File: src/rtl/mmu_pkg.sv
package mmu_pkg;
  typedef enum logic [2:0] {
    DEV_SRAM  = 3'd0,
    DEV_FLASH = 3'd1,
    DEV_CART  = 3'd2,
    DEV_RSVD  = 3'd3,
    DEV_IO    = 3'd4
  } dev_e;

  // control register field positions (decoded by software)
  localparam int unsigned MC_EDIT_EN   = 7;
  localparam int unsigned MC_EDIT_LO   = 4;
  localparam int unsigned MC_XSRAM     = 3;
  localparam int unsigned MC_ACT_LO    = 0;
  localparam int unsigned IC_SPRITE    = 6;
  localparam int unsigned IC_MOVE_FL   = 5;
  localparam int unsigned IC_MOVE_IO   = 4;
  localparam int unsigned IC_PAGE_HI   = 3;
  localparam int unsigned IC_IO_OFF    = 2;
  localparam int unsigned IC_PAGE_LO   = 0;
endpackage

File: src/rtl/mmu_rst_sync.sv
module mmu_rst_sync (
  input  logic clk,
  input  logic rst_n,
  output logic rst_sync_n
);
  logic [1:0] sync_q;

  always_ff @(posedge clk or negedge rst_n) begin
    if (!rst_n) sync_q <= 2'b00;
    else        sync_q <= {sync_q[0], 1'b1};
  end

  assign rst_sync_n = sync_q[1];
endmodule

File: src/rtl/mmu_ctrl_regs.sv
module mmu_ctrl_regs
  import mmu_pkg::*;
#(
  parameter int unsigned DATA_W = 8,
  parameter int unsigned TBL_W  = 2
) (
  input  logic              clk,
  input  logic              rst_n,
  input  logic              wr_mem,
  input  logic              wr_io,
  input  logic [DATA_W-1:0] wdata,
  output logic              edit_en,
  output logic [TBL_W-1:0]  edit_tbl,
  output logic [TBL_W-1:0]  act_tbl,
  output logic              xsram_en,
  output logic              io_off,
  output logic [2:0]        io_page,
  output logic              move_io,
  output logic              move_flash,
  output logic              sprite_sel,
  output logic [DATA_W-1:0] mem_rd,
  output logic [DATA_W-1:0] io_rd
);
  logic             edit_en_q, edit_en_d;
  logic [TBL_W-1:0] edit_tbl_q, edit_tbl_d;
  logic [TBL_W-1:0] act_q, act_d;
  logic             xsram_q, xsram_d;
  logic             io_off_q, io_off_d;
  logic             pg_hi_q, pg_hi_d;
  logic [1:0]       pg_lo_q, pg_lo_d;
  logic             mv_io_q, mv_io_d;
  logic             mv_fl_q, mv_fl_d;
  logic             spr_q, spr_d;
  logic             mem_en, io_en;

  assign mem_en = wr_mem;
  assign io_en  = wr_io;

  always_comb begin
    edit_en_d  = edit_en_q;
    edit_tbl_d = edit_tbl_q;
    act_d      = act_q;
    xsram_d    = xsram_q;
    if (wr_mem) begin
      edit_en_d  = wdata[MC_EDIT_EN];
      edit_tbl_d = wdata[MC_EDIT_LO +: TBL_W];
      act_d      = wdata[MC_ACT_LO +: TBL_W];
      xsram_d    = wdata[MC_XSRAM];
    end
  end

  always_comb begin
    io_off_d = io_off_q;
    pg_hi_d  = pg_hi_q;
    pg_lo_d  = pg_lo_q;
    mv_io_d  = mv_io_q;
    mv_fl_d  = mv_fl_q;
    spr_d    = spr_q;
    if (wr_io) begin
      io_off_d = wdata[IC_IO_OFF];
      pg_hi_d  = wdata[IC_PAGE_HI];
      pg_lo_d  = wdata[IC_PAGE_LO +: 2];
      mv_io_d  = wdata[IC_MOVE_IO];
      mv_fl_d  = wdata[IC_MOVE_FL];
      spr_d    = wdata[IC_SPRITE];
    end
  end

  always_ff @(posedge clk or negedge rst_n) begin
    if (!rst_n) begin
      edit_en_q  <= 1'b0;
      edit_tbl_q <= '0;
      act_q      <= '0;
      xsram_q    <= 1'b0;
    end else if (mem_en) begin
      edit_en_q  <= edit_en_d;
      edit_tbl_q <= edit_tbl_d;
      act_q      <= act_d;
      xsram_q    <= xsram_d;
    end
  end

  always_ff @(posedge clk or negedge rst_n) begin
    if (!rst_n) begin
      io_off_q <= 1'b0;
      pg_hi_q  <= 1'b0;
      pg_lo_q  <= 2'b00;
      mv_io_q  <= 1'b0;
      mv_fl_q  <= 1'b0;
      spr_q    <= 1'b0;
    end else if (io_en) begin
      io_off_q <= io_off_d;
      pg_hi_q  <= pg_hi_d;
      pg_lo_q  <= pg_lo_d;
      mv_io_q  <= mv_io_d;
      mv_fl_q  <= mv_fl_d;
      spr_q    <= spr_d;
    end
  end

  assign edit_en    = edit_en_q;
  assign edit_tbl   = edit_tbl_q;
  assign act_tbl    = act_q;
  assign xsram_en   = xsram_q;
  assign io_off     = io_off_q;
  assign io_page    = {pg_hi_q, pg_lo_q};
  assign move_io    = mv_io_q;
  assign move_flash = mv_fl_q;
  assign sprite_sel = spr_q;

  always_comb begin
    mem_rd = '0;
    mem_rd[MC_EDIT_EN]           = edit_en_q;
    mem_rd[MC_EDIT_LO +: TBL_W]  = edit_tbl_q;
    mem_rd[MC_XSRAM]             = xsram_q;
    mem_rd[MC_ACT_LO +: TBL_W]   = act_q;
    io_rd = '0;
    io_rd[IC_SPRITE]             = spr_q;
    io_rd[IC_MOVE_FL]            = mv_fl_q;
    io_rd[IC_MOVE_IO]            = mv_io_q;
    io_rd[IC_PAGE_HI]            = pg_hi_q;
    io_rd[IC_IO_OFF]             = io_off_q;
    io_rd[IC_PAGE_LO +: 2]       = pg_lo_q;
  end

  // a write to the memory control register sets the active table next cycle
  a_r3_act_follows: assert property (@(posedge clk) disable iff (!rst_n)
    wr_mem |=> act_tbl == $past(wdata[MC_ACT_LO +: TBL_W]));

  // IO page follows the IO control register next cycle
  a_r10_page_follows: assert property (@(posedge clk) disable iff (!rst_n)
    wr_io |=> io_page == {$past(wdata[IC_PAGE_HI]), $past(wdata[IC_PAGE_LO +: 2])});

  // register untouched when not written
  a_r4_ctrl_hold: assert property (@(posedge clk) disable iff (!rst_n)
    !wr_mem |=> $stable(mem_rd));
endmodule

File: src/rtl/mmu_lut_bank.sv
module mmu_lut_bank #(
  parameter int unsigned TABLES = 4,
  parameter int unsigned SLOTS  = 8,
  parameter int unsigned BLK_W  = 10,
  parameter int unsigned DATA_W = 8,
  localparam int unsigned TBL_W    = $clog2(TABLES),
  localparam int unsigned SLOT_W   = $clog2(SLOTS),
  localparam int unsigned HI_W     = BLK_W - DATA_W,
  localparam int unsigned HI_PER   = DATA_W / HI_W,
  localparam int unsigned PER_W    = $clog2(HI_PER),
  localparam int unsigned HI_IDX_W = (SLOT_W > PER_W) ? SLOT_W - PER_W : 1
) (
  input  logic                clk,
  input  logic                rst_n,
  input  logic [TBL_W-1:0]    act_tbl,
  input  logic [SLOT_W-1:0]   slot,
  input  logic [TBL_W-1:0]    edit_tbl,
  input  logic                wr_lo,
  input  logic                wr_hi,
  input  logic [SLOT_W-1:0]   lo_idx,
  input  logic [HI_IDX_W-1:0] hi_idx,
  input  logic [DATA_W-1:0]   wdata,
  output logic [BLK_W-1:0]    xlat_block,
  output logic [DATA_W-1:0]   rd_lo,
  output logic [DATA_W-1:0]   rd_hi
);
  logic [BLK_W-1:0]  tbl_q [TABLES][SLOTS];
  logic [BLK_W-1:0]  tbl_d [TABLES][SLOTS];
  logic [SLOT_W-1:0] hi_base;
  logic              lut_en;

  assign hi_base = SLOT_W'({hi_idx, {PER_W{1'b0}}});
  assign lut_en  = wr_lo | wr_hi;

  always_comb begin
    tbl_d = tbl_q;
    if (wr_lo) tbl_d[edit_tbl][lo_idx][DATA_W-1:0] = wdata;
    if (wr_hi) begin
      for (int k = 0; k < HI_PER; k++)
        tbl_d[edit_tbl][hi_base + SLOT_W'(k)][BLK_W-1:DATA_W] = wdata[k*HI_W +: HI_W];
    end
  end

  always_ff @(posedge clk or negedge rst_n) begin
    if (!rst_n) begin
      for (int t = 0; t < TABLES; t++)
        for (int s = 0; s < SLOTS; s++)
          tbl_q[t][s] <= BLK_W'(s);
    end else if (lut_en) begin
      tbl_q <= tbl_d;
    end
  end

  assign xlat_block = tbl_q[act_tbl][slot];
  assign rd_lo      = tbl_q[edit_tbl][lo_idx][DATA_W-1:0];

  generate
    for (genvar g = 0; g < HI_PER; g++) begin : g_hi_rd
      assign rd_hi[g*HI_W +: HI_W] = tbl_q[edit_tbl][hi_base + SLOT_W'(g)][BLK_W-1:DATA_W];
    end
  endgenerate

  // a low-byte edit lands in the edited table at the addressed slot
  a_r6_lo_write: assert property (@(posedge clk) disable iff (!rst_n)
    wr_lo |=> tbl_q[$past(edit_tbl)][$past(lo_idx)][DATA_W-1:0] == $past(wdata));

  // edits of another table leave the active translation alone
  a_r8_edit_isolated: assert property (@(posedge clk) disable iff (!rst_n)
    (lut_en && edit_tbl != act_tbl) |=> tbl_q[$past(act_tbl)][$past(slot)] == $past(xlat_block));
endmodule

File: src/rtl/mmu_xlat.sv
module mmu_xlat
  import mmu_pkg::*;
#(
  parameter int unsigned SLOT_W  = 3,
  parameter int unsigned BLK_W   = 10,
  parameter int unsigned IO_SLOT = 6
) (
  input  logic [SLOT_W-1:0] slot,
  input  logic [BLK_W-1:0]  entry,
  input  logic              io_off,
  output logic [BLK_W-1:0]  phys_block,
  output dev_e              dev
);
  logic [7:0] low;
  dev_e       mem_dev;

  assign low = entry[7:0];

  always_comb begin
    unique case (low[7:6])
      2'b00:   mem_dev = DEV_SRAM;
      2'b01:   mem_dev = DEV_FLASH;
      2'b10:   mem_dev = low[5] ? DEV_RSVD : DEV_CART;
      default: mem_dev = DEV_RSVD;
    endcase
  end

  always_comb begin
    if (!io_off && slot == SLOT_W'(IO_SLOT)) dev = DEV_IO;
    else                                     dev = mem_dev;
  end

  assign phys_block = entry;
endmodule

File: src/rtl/mmu_bank_xlat.sv
module mmu_bank_xlat
  import mmu_pkg::*;
#(
  parameter int unsigned ADDR_W  = 16,
  parameter int unsigned DATA_W  = 8,
  parameter int unsigned BLK_W   = 10,
  parameter int unsigned TABLES  = 4,
  parameter int unsigned SLOTS   = 8,
  parameter int unsigned IO_SLOT = 6,
  localparam int unsigned TBL_W    = $clog2(TABLES),
  localparam int unsigned SLOT_W   = $clog2(SLOTS),
  localparam int unsigned OFF_W    = ADDR_W - SLOT_W,
  localparam int unsigned HI_W     = BLK_W - DATA_W,
  localparam int unsigned HI_PER   = DATA_W / HI_W,
  localparam int unsigned HI_REGS  = SLOTS / HI_PER,
  localparam int unsigned PER_W    = $clog2(HI_PER),
  localparam int unsigned HI_IDX_W = (SLOT_W > PER_W) ? SLOT_W - PER_W : 1
) (
  input  logic              clk,
  input  logic              rst_n,
  input  logic [15:0]       cpu_addr,
  input  logic [7:0]        cpu_wdata,
  input  logic              cpu_we,
  output logic [7:0]        cpu_rdata,
  output logic              reg_hit,
  output logic [9:0]        phys_block,
  output logic [12:0]       phys_offset,
  output logic [2:0]        dev_class,
  output logic [2:0]        io_page,
  output logic              xsram_en,
  output logic              move_io,
  output logic              move_flash,
  output logic              sprite_sel
);
  localparam int unsigned A_MEM_CTRL = 0;
  localparam int unsigned A_IO_CTRL  = 1;
  localparam int unsigned A_HI_BASE  = 2;
  localparam int unsigned A_LO_BASE  = 8;

  logic              rst_i_n;
  logic              edit_en, io_off;
  logic [TBL_W-1:0]  edit_tbl, act_tbl;
  logic [DATA_W-1:0] mem_rd, io_rd, rd_lo, rd_hi;
  logic [BLK_W-1:0]  entry;
  logic [SLOT_W-1:0] slot;
  logic              hit_mem, hit_io, in_hi, in_lo, hit_hi, hit_lo;
  dev_e              dev;

  mmu_rst_sync u_rst (.clk(clk), .rst_n(rst_n), .rst_sync_n(rst_i_n));

  assign slot    = cpu_addr[ADDR_W-1 -: SLOT_W];
  assign hit_mem = cpu_addr == ADDR_W'(A_MEM_CTRL);
  assign hit_io  = cpu_addr == ADDR_W'(A_IO_CTRL);
  assign in_hi   = cpu_addr >= ADDR_W'(A_HI_BASE) && cpu_addr < ADDR_W'(A_HI_BASE + HI_REGS);
  assign in_lo   = cpu_addr >= ADDR_W'(A_LO_BASE) && cpu_addr < ADDR_W'(A_LO_BASE + SLOTS);
  assign hit_hi  = edit_en && in_hi;
  assign hit_lo  = edit_en && in_lo;
  assign reg_hit = hit_mem | hit_io | hit_hi | hit_lo;

  mmu_ctrl_regs #(.DATA_W(DATA_W), .TBL_W(TBL_W)) u_ctrl (
    .clk(clk), .rst_n(rst_i_n),
    .wr_mem(cpu_we && hit_mem), .wr_io(cpu_we && hit_io), .wdata(cpu_wdata),
    .edit_en(edit_en), .edit_tbl(edit_tbl), .act_tbl(act_tbl), .xsram_en(xsram_en),
    .io_off(io_off), .io_page(io_page), .move_io(move_io), .move_flash(move_flash),
    .sprite_sel(sprite_sel), .mem_rd(mem_rd), .io_rd(io_rd)
  );

  mmu_lut_bank #(.TABLES(TABLES), .SLOTS(SLOTS), .BLK_W(BLK_W), .DATA_W(DATA_W)) u_lut (
    .clk(clk), .rst_n(rst_i_n), .act_tbl(act_tbl), .slot(slot), .edit_tbl(edit_tbl),
    .wr_lo(cpu_we && hit_lo), .wr_hi(cpu_we && hit_hi),
    .lo_idx(cpu_addr[SLOT_W-1:0]), .hi_idx(cpu_addr[HI_IDX_W-1:0]),
    .wdata(cpu_wdata), .xlat_block(entry), .rd_lo(rd_lo), .rd_hi(rd_hi)
  );

  mmu_xlat #(.SLOT_W(SLOT_W), .BLK_W(BLK_W), .IO_SLOT(IO_SLOT)) u_xlat (
    .slot(slot), .entry(entry), .io_off(io_off), .phys_block(phys_block), .dev(dev)
  );

  always_comb begin
    cpu_rdata = '0;
    if (hit_mem)     cpu_rdata = mem_rd;
    else if (hit_io) cpu_rdata = io_rd;
    else if (hit_hi) cpu_rdata = rd_hi;
    else if (hit_lo) cpu_rdata = rd_lo;
  end

  assign phys_offset = cpu_addr[OFF_W-1:0];
  assign dev_class   = dev;

  // closed gate keeps the editing addresses as plain memory
  a_r9_gate_closed: assert property (@(posedge clk) disable iff (!rst_i_n)
    (!edit_en && (in_hi || in_lo)) |-> (!reg_hit && cpu_rdata == '0));

  // IO window overrides slot IO_SLOT while enabled
  a_r10_io_override: assert property (@(posedge clk) disable iff (!rst_i_n)
    (!io_off && slot == SLOT_W'(IO_SLOT)) |-> dev_class == 3'(DEV_IO));

  // cartridge class only for low bytes 0x80..0x9F
  a_r11_cart_range: assert property (@(posedge clk) disable iff (!rst_i_n)
    (dev_class == 3'(DEV_CART)) |-> phys_block[7:5] == 3'b100);

  // the control registers are always claimed
  a_r12_ctrl_hit: assert property (@(posedge clk) disable iff (!rst_i_n)
    (cpu_addr < ADDR_W'(2)) |-> reg_hit);
endmodule

File: config.mk
export PLATFORM = sky130hd
export DESIGN_NAME = mmu_bank_xlat
export DESIGN_NICKNAME = d
export VERILOG_FILES = /design/src/rtl/mmu_pkg.sv /design/src/rtl/mmu_rst_sync.sv /design/src/rtl/mmu_ctrl_regs.sv /design/src/rtl/mmu_lut_bank.sv /design/src/rtl/mmu_xlat.sv /design/src/rtl/mmu_bank_xlat.sv
export SDC_FILE = /design/constraint.sdc
export NUM_CORES = 1
export LEC_CHECK = 0
export BUFFER_PORTS_ARGS = -buffer_cell sky130_fd_sc_hd__buf_2
export CORE_MARGIN = 2
export CORE_UTILIZATION = 63
export DETAILED_ROUTE_END_ITERATION = 12
export PLACE_DENSITY = 0.8
export SYNTH_ARGS = -nofsm -noshare
export SYNTH_HDL_FRONTEND = slang
export SYNTH_SLANG_ARGS = --single-unit
File: constraint.sdc
create_clock -name clk -period 11.7 [get_ports clk]
set_clock_uncertainty 0.1 [all_clocks]
set_input_delay 2.34 -clock clk [delete_from_list [all_inputs] [get_ports clk]]
set_output_delay 2.34 -clock clk [all_outputs]
set_load 0.02 [all_outputs]
Word level (Yosys, flattened, before mapping):

Cells that the tools add are included.

* output and inout bits: 42
* logic and storage cells: 156
* input port bits: 27
* bits in registers: 335

* mux-type cells: 58
* add/sub/neg operators: 3
* equal/unequal tests: 4
* reductions and logical operators: 18
* $lt $le $gt $ge: 18
* bitwise logic cells: 12

Operator list (count)
* bitwise mux 320 bit: 5
* demux 80 bit (select 2 bit): 5
* 2-to-1 mux 80 bit: 9
* 2-to-1 mux 320 bit: 2
* binary-select mux 80 bit (select 2 bit): 2
* binary-select mux 10 bit (select 3 bit): 6
* demux 10 bit (select 3 bit): 5
* 2-to-1 mux 10 bit: 14
* 2-to-1 mux 8 bit: 7
* greater-or-equal comparator 4 bit (second input constant): 6
* NOT 3 -> 4 bit: 6
* < comparator 4 x 1 -> 1 bit (second input constant): 5
* == test 16 x 1 -> 1 bit (second input constant): 1
* greater-or-equal comparator 16 x 2 -> 1 bit (second input constant): 1
* greater-or-equal comparator 16 x 4 -> 1 bit (second input constant): 1
* logical NOT 16 bit: 1
* < comparator 16 x 3 -> 1 bit (second input constant): 1
* < comparator 16 x 5 -> 1 bit (second input constant): 1
* logical AND 1 bit: 15
* case mux 3 bit (3 select lines): 1
* adder 3 x 2 -> 3 bit (second input constant): 2
* greater-or-equal comparator 3 bit (second input constant): 2
* NOT 2 -> 3 bit: 2
* bitwise OR 1 bit: 4
* 9 further kinds: 9

Logic depth before layout (Yosys ltp):

* depth after elaboration: 14
* depth in mapped cells: 10
* mapped depth without buffers: 5

Cells and area by module:

A second synthesis with hierarchy kept.

* cells, all modules: 1409
* area total of the unflattened synthesis: 18776.8 sq um

Modules (own cells, without submodules)
* mmu_lut_bank: area each 17322.9 sq um, times used 1, seq. area each 8067.7 sq um, cells each 1260
* mmu_ctrl_regs: area each 674.4 sq um, times used 1, seq. area each 325.3 sq um, cells each 46
* mmu_bank_xlat: area each 614.3 sq um, times used 1, seq. area each 0.0 sq um, cells each 86
* mmu_xlat: area each 111.4 sq um, times used 1, seq. area each 0.0 sq um, cells each 14
* mmu_rst_sync: area each 53.8 sq um, times used 1, seq. area each 50.0 sq um, cells each 3

Worst setup path before layout:

Ideal clock, no wire load.

* path type: in2out
* start: input port cpu_addr[14]
* end: output port dev_class[1]
* required time: 9.260 ns
* stages on the path: 6
* path slack: 4.998 ns
* arrival: 4.262 ns
* path through: buf_2 clkbuf_1 nand3b_1 o22ai_1 nor4_1 nor2b_1

* word-level cells in the longest chain between the ends: 7
* elaborated cells between the ends (all ways): 11
* those cells by class: 3 x eq/ne; 5 x mux; 1 x bitwise; 2 x reduce/logical

Ends and longest elaborated chain
* from (decl): line mmu_bank_xlat.sv:21 `input logic [15:0] cpu_addr,`
* NOT 3 -> 4 bit (not written as such) (*): line mmu_lut_bank.sv:54 `assign xlat_block = tbl_q[act_tbl][slot];`
* binary-select mux 10 bit (select 3 bit) (*): line mmu_lut_bank.sv:54
* 2-to-1 mux 10 bit (not written as such) (*) (2 in series): line mmu_lut_bank.sv:54
* via phys_block[7]: line mmu_bank_xlat.sv:26 `output logic [9:0] phys_block,`
* == test 2 bit (tied with other cells): line mmu_xlat.sv:20 `unique case (low[7:6])`
* case mux 3 bit (3 select lines) (*): line mmu_xlat.sv:20
* 2-to-1 mux 3 bit (*): line mmu_xlat.sv:29 `if (!io_off && slot == SLOT_W'(IO_SLOT)) dev = DEV_IO;`
* to (decl): line mmu_bank_xlat.sv:28 `output logic [2:0] dev_class,`

Mark *: on every way through the listed nets, which the timed path passes. The rest lies on a longest branch. The select of a mux whose other input is x is not followed.

Final worst setup path:

* start: input port cpu_addr[14]
* end: output port cpu_rdata[3]

* word-level cells in the longest chain between the ends: 7
* elaborated cells between the ends (all ways): 14
* those cells by class: 4 x order compare; 1 x eq/ne; 4 x mux; 5 x reduce/logical

Ends and longest elaborated chain
* greater-or-equal comparator 16 x 4 -> 1 bit / < comparator 16 x 5 -> 1 bit (equally long branches): line mmu_bank_xlat.sv:55 `assign in_lo = cpu_addr >= ADDR_W'(A_LO_BASE) && cpu_addr < ADDR_W'(A_LO_BASE + SLOTS);`
* logical AND 1 bit: line mmu_bank_xlat.sv:55
* logical AND 1 bit: line mmu_bank_xlat.sv:57 `assign hit_lo = edit_en && in_lo;`
* 2-to-1 mux 8 bit: line mmu_bank_xlat.sv:84 `else if (hit_lo) cpu_rdata = rd_lo;`
* 2-to-1 mux 8 bit: line mmu_bank_xlat.sv:83 `else if (hit_hi) cpu_rdata = rd_hi;`
* 2-to-1 mux 8 bit: line mmu_bank_xlat.sv:82 `else if (hit_io) cpu_rdata = io_rd;`
* 2-to-1 mux 8 bit (*): line mmu_bank_xlat.sv:81 `if (hit_mem) cpu_rdata = mem_rd;`
* to (decl): line mmu_bank_xlat.sv:24 `output logic [7:0] cpu_rdata,`

Every way passes the cells marked *; elsewhere a longest branch is shown, timed or not.

==> flow_summary.ini <==
[floorplan]
initial_core_util_pct = 64.4
fp.dieW_um = 176
fp-row-count = 62
io_pins = 69
die_y_um = 176
coreArea_um2 = 28900
die_area_um2 = 30900

[synthesis]
yosys.area.top_type = dfrtp_1
yosys_warnings = 0
syn_avg_cell_area_um2 = 15.9
synth-async-reset-ratio_pct = 100
synth_area_leaders = dfrtp_1 (39%), mux4_2 (22%), mux2_2 (15%)
yosysUniqueCellTypes = 56
yosys.area.top_type_share_pct = 38.6
synth_flop_cell = dfrtp_1
ys_seq_area_share_pct = 45.4
syn_area_um2 = 18600
synth-edff-count = 0
syn_nets = 1198
synthCells = 1171
synth_seq_cells = 335

[routing]
wl_per_cell_um = 30.6
wl_um = 48400
ant_nets = 0
drt-initial-drc-count = 1417
dr.pass1.iters = 5
vias_per_cell = 7.25
drc = 0
vias = 11500

[cts]
hold_buffers = 0
root_buffer = clkbuf_16
htree_levels = 2
clock_latency_ps = 520
cts_sinks = 335
cts_buffers = 37
post_cts_resized = 0
cts_setup_buffers = 0
cts.clk_slew.worst_paths_ps = 50
clk_path_buf_depth = 3
cts_tree = done

[pwr]
p_comb_share_pct = 3.8
vdd_drop_max_uv = 107
p_leak_nw = 8.82
p_sw_share_pct = 23.1
p_int_w = 0.00185
p_sw_w = 0.000554
total_power_w = 0.00240
pwr-share-clk_pct = 47.7
seq_power_share_pct = 48.5
powerDensity_nw_per_um2 = 120

[sta]
min_period_ps = 7670
rsz0062_at_grt = no
slew_headroom_pct = 28.3
setup_violations = 0
fin_setup_tns_ps = 0
post-route-period-util_pct = 65.5
worst_pin_slew_ps = 1070
fin_ws_ps = 4030
hold_viol = 0
fmax_mhz = 130
report.final.slew_viol_count = 0

[worst_setup_path]
crit_path_max_fanout = 26
reg2reg_from = u_ctrl.edit_tbl[1]$_DFFE_PN0P_
critPathMaxStageDelay_ps = 620
path_class = input port to primary output
startpoint_type = input port
cp-endpoint = cpu_rdata[3]
critPathLaunch = cpu_addr[14]
crit_top_cell = buf_2
end_kind = primary output
cp.required_ps = 9260
critPathArrivalTime_ps = 5230
r2r_end = u_lut.tbl_q[116]$_DFFE_PN0P_
cp_slowest_cell = a2111oi_0
r2r_slack_ps = 8270
crit_chain = buf_2 -> nor4_4 -> nand4_1 -> a2111oi_0 -> a211oi_1 -> o21ai_0 -> buf_2
rr_worst_depth = 3

[run]
cap_viol_max_count = 0

[layout]
fillCellCount = 1925
register_area_um2 = 8460
multi_input_comb_area_um2 = 9490
fin_nets = 1195
final_util_pct = 69.5
diodes = 0
areaGrowthSynthToFinish_pct = 7.86
drive_above_1_share_pct = 56.2

[global_route]
grt_pass1_vias = 11400
grt_pass1_wl_um = 73800
antenna_found_initial = 1
grt_max_degree = 77
overflow = 0
grtUsageTotal_pct = 32.4

[placement]
hpwlAfterDp_um = 30700
port_buffers = 68
dp_slack_ps = 4070
place_congestion = 0.925

[hold_path]
hold_class = flop to flop

[outcome]
status = completed
==> worst min-delay path by stage <==
stage / from / slack [ps] / end / depth (start not counted)
CTS: u_rst.sync_q[0]$_DFF_PN0_ / 250 / u_rst.sync_q[1]$_DFF_PN0_ / 0
global route: u_rst.sync_q[0]$_DFF_PN0_ / 270 / u_rst.sync_q[1]$_DFF_PN0_ / 0
detailed placement: u_rst.sync_q[0]$_DFF_PN0_ / 240 / u_rst.sync_q[1]$_DFF_PN0_ / 0
finish: u_rst.sync_q[0]$_DFF_PN0_ / 250 / u_rst.sync_q[1]$_DFF_PN0_ / 0
floorplan: u_rst.sync_q[0]$_DFF_PN0_ / 230 / u_rst.sync_q[1]$_DFF_PN0_ / 0
global placement: u_rst.sync_q[0]$_DFF_PN0_ / 240 / u_rst.sync_q[1]$_DFF_PN0_ / 0
==> critical path: cells and delay by family <==
kind | cells | cell delay (ps)
compound gates | 3 | 1170
buf+inv | 2 | 630
simple gates | 2 | 1080
==> power groups by stage <==
stage / Clock [W] / Combinational [W] / Sequential [W]
after floorplan: 0 / 0.0000491 / 0.00120
after global routing: 0.00121 / 0.0000979 / 0.00116
after CTS: 0.00116 / 0.0000910 / 0.00116
after global placement: 0 / 0.0000893 / 0.00119
final: 0.00115 / 0.0000910 / 0.00116
after detailed placement: 0 / 0.0000907 / 0.00119
==> through the flow <==
step	hold WS, ps	instance area, µm²	cells
finish	248	20000	1581
global route	266	20000	1581
CTS	253	20000	1581
detailed placement	241	18900	1513
global placement	237	18900	1513
floorplan	231	18600	1171
==> synthesized netlist by cell type, types with 4 or more instances <==
master / count
nor2_4: 24
mux2_2: 250
mux2_4: 8
mux2_1: 88
nor2b_1: 6
mux2i_1: 9
nand3_4: 7
buf_1: 14
or3b_2: 4
and3_1: 5
a31oi_1: 6
mux4_2: 185
and2_1: 6
o21ai_0: 6
nand3_1: 6
nand4_1: 6
dfrtp_1: 287
nand2_1: 21
buf_2: 30
buf_4: 21
dfstp_2: 48
o22ai_1: 14
clkbuf_1: 46
buf_6: 10
nor2_1: 9
a21oi_1: 7
==> per-layer routing <==
layer  vias to the layer above  share of wire [%]  track usage, %
li1                       4558                  -               -
met1                      6227                 40            48.7
met2                       581                 48            50.2
met3                        89                9.1            5.63
met4                         0                2.4            8.37
met5                         -                  0               0
==> cells by family after synthesis <==
group           count (synthesis)  share of synthesized area [%]
mux                           540                           44.0
flops                         335                           45.4
buf+inv                       124                           3.53
simple gates                  122                           5.24
compound gates                 49                           1.75
other cells                     1                         0.0202
==> sequential cells by signal, summed over array words and instances (netlist names), 2 cells and up <==
signal,count
u_ctrl.act_tbl,2
u_ctrl.edit_tbl,2
u_ctrl.pg_lo_q,2
u_lut.tbl_q,320
u_rst.sync_q,2
==> cell type report <==
class	count	area share [%]
multi-input cells	712	47.3
clock inverters	12	0.474
repair buffers	79	2.11
flip-flops and latches	335	42.2
inverters	3	0.0562
clock buffers	56	5.44
well taps	384	2.40
==> layout by cell type, fill, tap and decap left out, drive strengths merged, types with 7 or more instances in the layout <==
master and instances:
dfstp 48, mux2i 9, a21oi 7, clkinv 10, mux2 346, clkbuf 56
o22ai 14, nand4 7, nor2 33, nand2 21, buf 79, mux4 185
dfrtp 287, nand3 13
Note: power is estimated with default switching activity, not from simulation.
